===== config.mk =====
export PLATFORM = sky130hd
export DESIGN_NAME = sreg_write_port
export DESIGN_NICKNAME = d
export VERILOG_FILES = /design/src/rtl/sreg_pkg.sv /design/src/rtl/sreg_sync.sv /design/src/rtl/sreg_frame_rx.sv /design/src/rtl/sreg_bank.sv /design/src/rtl/sreg_write_port.sv
export SDC_FILE = /design/constraint.sdc
export NUM_CORES = 1
export LEC_CHECK = 0
export ABC_CLOCK_PERIOD_IN_PS = 2400
export BUFFER_PORTS_ARGS = -buffer_cell sky130_fd_sc_hd__buf_2
export CORE_ASPECT_RATIO = 1.5
export CORE_MARGIN = 1.5
export CORE_UTILIZATION = 55
export DETAILED_ROUTE_END_ITERATION = 16
export PLACE_DENSITY = 0.78
export SETUP_SLACK_MARGIN = 0.2
export SKIP_CTS_REPAIR_TIMING = 1
export SLEW_MARGIN = 20
export SYNTH_ARGS = -nofsm -noshare
export SYNTH_HDL_FRONTEND = slang
export SYNTH_SLANG_ARGS = --single-unit

===== constraint.sdc =====
create_clock -name clk -period 2.4 [get_ports clk]
set_input_delay 0.12 -clock clk [delete_from_list [all_inputs] [get_ports clk]]
set_output_delay 0.12 -clock clk [all_outputs]
set_load 0.01 [all_outputs]

===== src/rtl/sreg_pkg.sv =====
package sreg_pkg;

  typedef enum logic {
    TGT_CTRL = 1'b0,
    TGT_CAL  = 1'b1
  } tgt_e;

  typedef struct packed {
    logic addr;
    logic frame_n;
    logic data;
    logic sclk;
  } pins_t;

  localparam pins_t PINS_IDLE = '{addr: 1'b0, frame_n: 1'b1, data: 1'b0, sclk: 1'b0};

endpackage


===== src/rtl/sreg_sync.sv =====
module sreg_sync #(
  parameter int          W       = 4,
  parameter int          STAGES  = 2,
  parameter logic [W-1:0] RST_VAL = '0
) (
  input  logic         clk,
  input  logic         rst_n,
  input  logic [W-1:0] d,
  output logic [W-1:0] q
);

  logic [W-1:0] stg_q [STAGES];

  always_ff @(posedge clk or negedge rst_n) begin
    if (!rst_n) begin
      for (int i = 0; i < STAGES; i++) stg_q[i] <= RST_VAL;
    end else begin
      stg_q[0] <= d;
      for (int i = 1; i < STAGES; i++) stg_q[i] <= stg_q[i-1];
    end
  end

  assign q = stg_q[STAGES-1];

endmodule


===== src/rtl/sreg_frame_rx.sv =====
module sreg_frame_rx
  import sreg_pkg::*;
#(
  parameter int WORD_W = 24
) (
  input  logic              clk,
  input  logic              rst_n,
  input  pins_t             pins,
  output logic              wr_en,
  output tgt_e              wr_tgt,
  output logic [WORD_W-1:0] wr_data,
  output logic              err
);

  localparam int CNT_W = $clog2(WORD_W + 1);
  localparam logic [CNT_W-1:0] LAST = CNT_W'(WORD_W - 1);

  logic              sclk_prev_q;
  logic [CNT_W-1:0]  cnt_q, cnt_d;
  logic [WORD_W-1:0] sh_q, sh_d;
  tgt_e              tgt_q, tgt_d;
  logic              err_q, err_d;
  logic              rise, take;

  assign rise = pins.sclk & ~sclk_prev_q;
  assign take = rise & ~pins.frame_n;

  always_comb begin
    cnt_d   = cnt_q;
    sh_d    = sh_q;
    tgt_d   = tgt_q;
    err_d   = err_q;
    wr_en   = 1'b0;
    wr_data = {sh_q[WORD_W-2:0], pins.data};
    if (take) begin
      if (cnt_q == '0) begin
        tgt_d = tgt_e'(pins.addr);
        sh_d  = {sh_q[WORD_W-2:0], pins.data};
        cnt_d = CNT_W'(1);
      end else if (tgt_e'(pins.addr) != tgt_q) begin
        err_d = 1'b1;
        cnt_d = '0;
      end else if (cnt_q == LAST) begin
        wr_en = 1'b1;
        cnt_d = '0;
      end else begin
        sh_d  = {sh_q[WORD_W-2:0], pins.data};
        cnt_d = cnt_q + CNT_W'(1);
      end
    end
  end

  always_ff @(posedge clk or negedge rst_n) begin
    if (!rst_n) begin
      sclk_prev_q <= 1'b0;
      cnt_q       <= '0;
      sh_q        <= '0;
      tgt_q       <= TGT_CTRL;
      err_q       <= 1'b0;
    end else begin
      sclk_prev_q <= pins.sclk;
      cnt_q       <= cnt_d;
      sh_q        <= sh_d;
      tgt_q       <= tgt_d;
      err_q       <= err_d;
    end
  end

  assign wr_tgt = tgt_q;
  assign err    = err_q;


  idle_edge_chk: assert property (@(posedge clk) disable iff (!rst_n)
    (rise && pins.frame_n) |=> $stable(cnt_q));


  cnt_range_chk: assert property (@(posedge clk) disable iff (!rst_n)
    cnt_q <= LAST);


  err_sticky_chk: assert property (@(posedge clk) disable iff (!rst_n)
    err_q |=> err_q);

endmodule


===== src/rtl/sreg_bank.sv =====
module sreg_bank
  import sreg_pkg::*;
#(
  parameter int WORD_W = 24
) (
  input  logic              clk,
  input  logic              rst_n,
  input  logic              wr_en,
  input  tgt_e              wr_tgt,
  input  logic [WORD_W-1:0] wr_data,
  output logic [WORD_W-1:0] ctrl,
  output logic [WORD_W-1:0] cal,
  output logic              done
);

  logic [WORD_W-1:0] ctrl_q, cal_q;
  logic              done_q;
  logic              ctrl_en, cal_en;

  assign ctrl_en = wr_en && (wr_tgt == TGT_CTRL);
  assign cal_en  = wr_en && (wr_tgt == TGT_CAL);

  always_ff @(posedge clk or negedge rst_n) begin
    if (!rst_n) begin
      ctrl_q <= '0;
      cal_q  <= '0;
      done_q <= 1'b0;
    end else begin
      done_q <= wr_en;
      if (ctrl_en) ctrl_q <= wr_data;
      if (cal_en)  cal_q  <= wr_data;
    end
  end

  assign ctrl = ctrl_q;
  assign cal  = cal_q;
  assign done = done_q;


  done_single_chk: assert property (@(posedge clk) disable iff (!rst_n)
    done_q |=> !done_q);


  hold_chk: assert property (@(posedge clk) disable iff (!rst_n)
    !done_q |-> ($stable(ctrl_q) && $stable(cal_q)));


  one_target_chk: assert property (@(posedge clk) disable iff (!rst_n)
    done_q |-> ($stable(ctrl_q) || $stable(cal_q)));

endmodule


===== src/rtl/sreg_write_port.sv =====
module sreg_write_port
  import sreg_pkg::*;
#(
  parameter int WORD_W      = 24,
  parameter int SYNC_STAGES = 2
) (
  input  logic              clk,
  input  logic              rst_n,
  input  logic              sclk_i,
  input  logic              sdata_i,
  input  logic              frame_n_i,
  input  logic              addr_sel_i,
  input  logic              rdy_i,
  output logic              rdy_o,
  output logic [WORD_W-1:0] ctrl_o,
  output logic [WORD_W-1:0] cal_o,
  output logic              done_o,
  output logic              err_o
);

  localparam int PIN_W = $bits(pins_t);

  pins_t             raw, synced;
  logic              wr_en;
  tgt_e              wr_tgt;
  logic [WORD_W-1:0] wr_data;

  assign raw = '{addr: addr_sel_i, frame_n: frame_n_i, data: sdata_i, sclk: sclk_i};

  sreg_sync #(
    .W       (PIN_W),
    .STAGES  (SYNC_STAGES),
    .RST_VAL (PINS_IDLE)
  ) u_sync (
    .clk   (clk),
    .rst_n (rst_n),
    .d     (raw),
    .q     (synced)
  );

  sreg_frame_rx #(.WORD_W(WORD_W)) u_rx (
    .clk     (clk),
    .rst_n   (rst_n),
    .pins    (synced),
    .wr_en   (wr_en),
    .wr_tgt  (wr_tgt),
    .wr_data (wr_data),
    .err     (err_o)
  );

  sreg_bank #(.WORD_W(WORD_W)) u_bank (
    .clk     (clk),
    .rst_n   (rst_n),
    .wr_en   (wr_en),
    .wr_tgt  (wr_tgt),
    .wr_data (wr_data),
    .ctrl    (ctrl_o),
    .cal     (cal_o),
    .done    (done_o)
  );

  assign rdy_o = rdy_i;

endmodule


Word-level counts from Yosys, hierarchy flattened. Cells that the tools add are included.

$add $sub $neg: 1. Eq/ne operators: 4. Muxes and demuxes: 10. Bitwise gates (word level): 6. Reduce and logical (&&, ||, !) cells: 6.

Operator list (count): 23-bit 2-to-1 mux (3); 5-bit 2-to-1 mux (3); 3-bit AND reduction (2); 5-bit by 1-bit adder with 5-bit output (second input constant) (1); 5-bit == test (second input constant) (1); 5-bit logical NOT (1); 1-bit 2-to-1 mux (4); 2-bit by 1-bit inequality test with 1-bit output (second input constant) (2); 1-bit inverter (4); 1-bit bitwise AND (2); 1-bit logical AND (2); 2-bit AND reduction (1); 1-bit inequality test (1).

Register bits: 88. Bits of input ports: 7. Word-level logic and storage cells: 37.

Depth between registers and ports, before layout.
Word-level depth: 6. Gate-level depth with buffers: 7.

Cells and area by module. From an unflattened synthesis, not the netlist that was laid out.

Cell total of the unflattened synthesis: 209. Area, all modules: 3666.0 µm².

Modules (own cells, without submodules): sreg_bank (instances 1, cells an instance 104, area an instance 2010.7 µm², sequential area each 1226.2 µm²); sreg_frame_rx (instances 1, cells an instance 92, area an instance 1415.1 µm², sequential area each 775.7 µm²); sreg_sync (instances 1, cells an instance 12, area an instance 232.7 µm², sequential area each 202.7 µm²); sreg_write_port (instances 1, cells an instance 1, area an instance 7.5 µm², sequential area each 0.0 µm²).

Worst setup path after synthesis. No wires, ideal clock.

Kind: reg2reg. From: register u_rx.cnt_q[0]. To: register u_bank.ctrl_q[10] (netlist: u_bank.ctrl[10]). Library setup time: 0.125 ns. Arrival time: 1.784 ns. Required time: 2.275 ns. Path slack: 0.492 ns. Cell stages (with the launch flop): 6. Period minus slack after synthesis: 1.908 ns. Cell sequence: dfrtp_1 > ha_1 > nand4b_2 > nor4_4 > buf_6 > mux2_2.

Longest elaborated chain between the ends: 6. Elaborated cells between the ends (all ways): 7.

Ends and longest elaborated chain: start, declared (RTL line sreg_frame_rx.sv:19) `logic [CNT_W-1:0] cnt_q, cnt_d;`; start signal, assigned (RTL line sreg_frame_rx.sv:62) `cnt_q <= cnt_d;`; 5-bit == test (RTL line sreg_frame_rx.sv:43) `end else if (cnt_q == LAST) begin`; 1-bit 2-to-1 mux (RTL line sreg_frame_rx.sv:43); 1-bit 2-to-1 mux (RTL line sreg_frame_rx.sv:40) `end else if (tgt_e'(pins.addr) != tgt_q) begin`; 1-bit 2-to-1 mux * (RTL line sreg_frame_rx.sv:36) `if (cnt_q == '0) begin`; 1-bit 2-to-1 mux * (RTL line sreg_frame_rx.sv:35) `if (take) begin`; 1-bit logical AND * (RTL line sreg_bank.sv:20) `assign ctrl_en = wr_en && (wr_tgt == TGT_CTRL);`; end signal, assigned (RTL line sreg_bank.sv:30) `if (ctrl_en) ctrl_q <= wr_data;`; end, declared (RTL line sreg_bank.sv:16) `logic [WORD_W-1:0] ctrl_q, cal_q;`.

Mark *: on every way between the ends. The rest lies on a longest branch, timed or not. A chain may end at the register's enable or synchronous reset.

Final worst setup path.
From: register u_rx.cnt_q[0]. To: register u_bank.ctrl_q[3] (netlist: u_bank.ctrl[3]).

The elaborated chain is that of the path after synthesis.

==> flow_summary.yaml <==
yosys:
  synth_area_in_simple_gates_pct: 5.241
  mappedNetlistArea_mm2: 0.003533
  ys_async_sr_fraction_pct: 100.0
  synth-compound-area-share_pct: 1.735
  post_synth_num_cell_types: 30
  number_of_flops_mapped_to_enable_cells_by_yosys: 0
  ys_dominant_reg_cell: "sky130_fd_sc_hd__dfrtp_1"
  post_synth_inst_count: 205
  post_synth_fa_ha_maj_area_fraction_pct: 0.7082
  synthTopCellsByArea: "sky130_fd_sc_hd__dfrtp_1 (61%), sky130_fd_sc_hd__mux2_4 (17%), sky130_fd_sc_hd__mux2_2 (10%)"
  synth.yosys.seq_area_share_pct: 62.39
  post-synth-top-area-fraction_pct: 60.91
  synth_xor_xnor_area_share_pct: 0.2479
  synthMostInstantiatedCell: "sky130_fd_sc_hd__dfrtp_1"
  postSynthAreaPerCell_um2: 17.24
  yosys-top-cells-count: "sky130_fd_sc_hd__dfrtp_1 (86), sky130_fd_sc_hd__mux2_4 (40), sky130_fd_sc_hd__mux2_2 (32), sky130_fd_sc_hd__buf_6 (6)"
  synth-warning-count: 0
  muxShareOfSynthArea_pct: 27.20
  dominant_combinational_cell_family_by_area_after_synthesis: "multiplexers"
  synth.ff_latch_count: 88
  post-synth-top-area-cell: "sky130_fd_sc_hd__dfrtp_1"
  mappedNetlistNets: 214
clock_network:
  clock_sink_count: 88
  clock_latency_on_the_worst_skew_pair_ns: 0.35
  cts_made_buffers: 9
  path_clk_slew_ns: 0.09
  htreeDepth: 3
  clk_root_buffer_cell: "sky130_fd_sc_hd__clkbuf_8"
  cts_max_path_buffers: 2
  tritoncts: "built"
timing:
  transition_at_the_pin_with_the_smallest_max_transition_slack_ns: 0.6256
  grt_setup_unrepaired: "yes"
  timing.clock.skew_ns: 0.01103
  max_freq_ghz: 0.4731
  final-max-slew-violation-count: 0
  final_worst_path_setup_slack_ns: 0.2864
  finalSetupTns_ns: 0
  setup_violation_total_in_the_final_timing_report: 0
  fin_crit_sh_pct: 88.07
  relative_slew_slack_pct: 58.29
  timing_hold_violations_final: 0
  period_needed_ns: 2.114
global_route:
  grt_start_max_net_pins: 52
  grt_antenna_before_repair: 0
  globalRouteTotalUtil_pct: 18.82
  grt.overflow.total: 0
  grt_pass1_wl_mm: 9.501
  grt_pass1_vias: 1925
die:
  design.die.area_mm2: 0.006924
  overall_die_width_um: 68.45
  floorplan.rows: 35
  num_io_pins: 58
  core_area_mm2: 0.006175
  initial_core_util_pct: 57.22
  chipHeight_um: 101.2
worst_setup_path:
  cp_max_fo: 24
  worst-r2r-cell-count: 5
  cp_data_required_time_ns: 2.63
  ff_to_ff_end: "u_bank.ctrl[3]"
  regToRegStartpoint: "u_rx.cnt_q[0]"
  critPathKind: "reg -> reg"
  worstSetupStartpointType: "flop"
  end_kind: "flop"
  crit_arrival_ns: 2.34
  r2r_slack_ns: 0.29
cells_and_area:
  layout.nets: 283
  fin_util_pct: 67.96
  fill_cells: 421
  multi_input_area_mm2: 0.001259
  layout_stage_area_growth_over_the_synthesis_result_pct: 18.77
  layout-drive-gt1-share_pct: 56.27
  antenna_cells_inserted: 0
  sequential_cell_area_mm2: 0.002205
  layout.cells.non_filler: 353
worst_hold_path:
  whs_endpoint: "rdy_o"
  hold_start: "rdy_i"
  holdCritPathClass: "in -> out"
  hold_depth: 0
placed_design:
  place_worst_setup_slack_ns: 0.2030
  place.gp.congestion: 0.8580
  port_buffers: 55
  dpl.hpwl_mm: 3.799
  placed_cells: 331
power:
  total_power_mw: 3.321
  total_leakage_power_nw: 2.308
  cell_internal_pwr_mw: 2.483
  power_density_mw_per_mm2: 791.3
  power_frac_clock_pct: 36.5
  p_seq_share_pct: 51.7
  switchingPower_mw: 0.8374
  comb_power_share_pct: 11.7
  switching_share_pct: 25.22
  irDropWorstVdd_v: 0.0005693
routing:
  detail_route.iter0.violations: 106
  detailroute.via_count: 1911
  route.final.wire_length_mm: 5.903
  route.detailed.vias_per_inst: 5.414
  drtPass1Iterations: 4
  ant_nets: 0
  drcViolationCount: 0
  wire_per_inst_um: 16.72
outcome:
  run_status: "finished clean"
flow_run:
  max_cap_viols: 0
==> power by group through the flow <==
stage          combinational [mW]  sequential, mW  clock, mW
2_1_floorplan               0.283            1.71          0
3_3_place_gp                0.354            1.74          0
4_1_cts                     0.369            1.72       1.24
5_1_grt                     0.425            1.74       1.30
3_5_place_dp                0.369            1.74          0
6_report                    0.389            1.72       1.21
==> cell type report <==
cell class | instances | area share [%]
Sequential cell | 88 | 52.53
Multi-Input combinational cell | 108 | 29.99
Timing Repair Buffer | 65 | 9.302
Clock buffer | 10 | 3.041
Clock inverter | 6 | 2.743
Tap cell | 74 | 2.206
Inverter | 2 | 0.1789
==> registers in the layout (all words and copies together) (netlist names), 4 cells and up <==
| register | flops |
|---|---|
| u_bank.cal | 24 |
| u_bank.ctrl | 24 |
| u_rx.sh_q | 23 |
| u_rx.cnt_q | 5 |
| u_sync.q | 4 |
| u_sync.stg_q | 4 |
==> layout by cell type (no fill, tap or decap), drive strengths merged <==
master,netlist,routed
a21oi,2,2
inv,2,3
or4b,1,1
nand3b,1,1
xor2,1,1
nand3,3,4
ha,2,2
nand2,6,6
nand4b,1,1
a31oi,1,1
clkinvlp,0,1
dfstp,2,2
clkbuf,0,10
mux2,72,72
nor4b,3,3
nor3b,1,1
nor3,1,1
clkinv,0,1
dfrtp,86,86
a41oi,1,1
bufinv,0,3
dlygate4sd3,0,5
or3b,1,1
buf,8,60
nand2b,1,1
nor4,1,1
o21ai,4,4
nor2,2,2
o2bb2ai,1,1
o21bai,1,1
==> kinds of logic (layout without fill, tap and decap cells) <==
logic type / count (synthesis) / after routing
flops: 88 / 88
mux: 72 / 72
simple gates: 22 / 23
compound gates: 10 / 10
buf+inv: 10 / 83
fa+ha+maj: 2 / 2
xor+xnor: 1 / 1
==> worst max-delay path by stage <==
| stage | depth (start not counted) | slack, ns | end | from |
|---|---|---|---|---|
| 2_1_floorplan | 5 | 0.49 | u_bank.ctrl[10] | u_rx.cnt_q[0] |
| 3_3_place_gp | 6 | 0.27 | u_rx.sh_q[7] | u_rx.cnt_q[1] |
| 3_5_place_dp | 6 | 0.20 | u_rx.sh_q[4] | u_rx.cnt_q[0] |
| 4_1_cts | 6 | 0.19 | u_rx.sh_q[4] | u_rx.cnt_q[0] |
| 5_1_grt | 5 | 0.19 | u_bank.ctrl[21] | u_rx.cnt_q[0] |
| 6_report | 5 | 0.29 | u_bank.ctrl[3] | u_rx.cnt_q[0] |
==> per-stage QoR <==
step	hold slack [ns]	area, um2
global placement	0.1819	3886
global route	0.2400	4197
detailed placement	0.1877	3886
finish	0.2400	4197
floorplan	-0.1756	3533
CTS	-0.1940	4129
==> metal layers <==
metal	up-vias	wire, um	global-route usage [%]
li1	868	-	-
met1	967	2566	25.40
met2	62	2950	28.70
met3	14	245	3.333
met4	0	141	10.15
met5	-	0	0
==> critical path: stages (launching register included) <==
cell and delay [ns]:
sky130_fd_sc_hd__dfrtp_1 0.42, sky130_fd_sc_hd__ha_1 0.25, sky130_fd_sc_hd__nand4b_2 0.35, sky130_fd_sc_hd__nor4_4 0.38, sky130_fd_sc_hd__buf_12 0.23, sky130_fd_sc_hd__mux2_2 0.36
No activity file was read; power rests on OpenSTA's default activity.
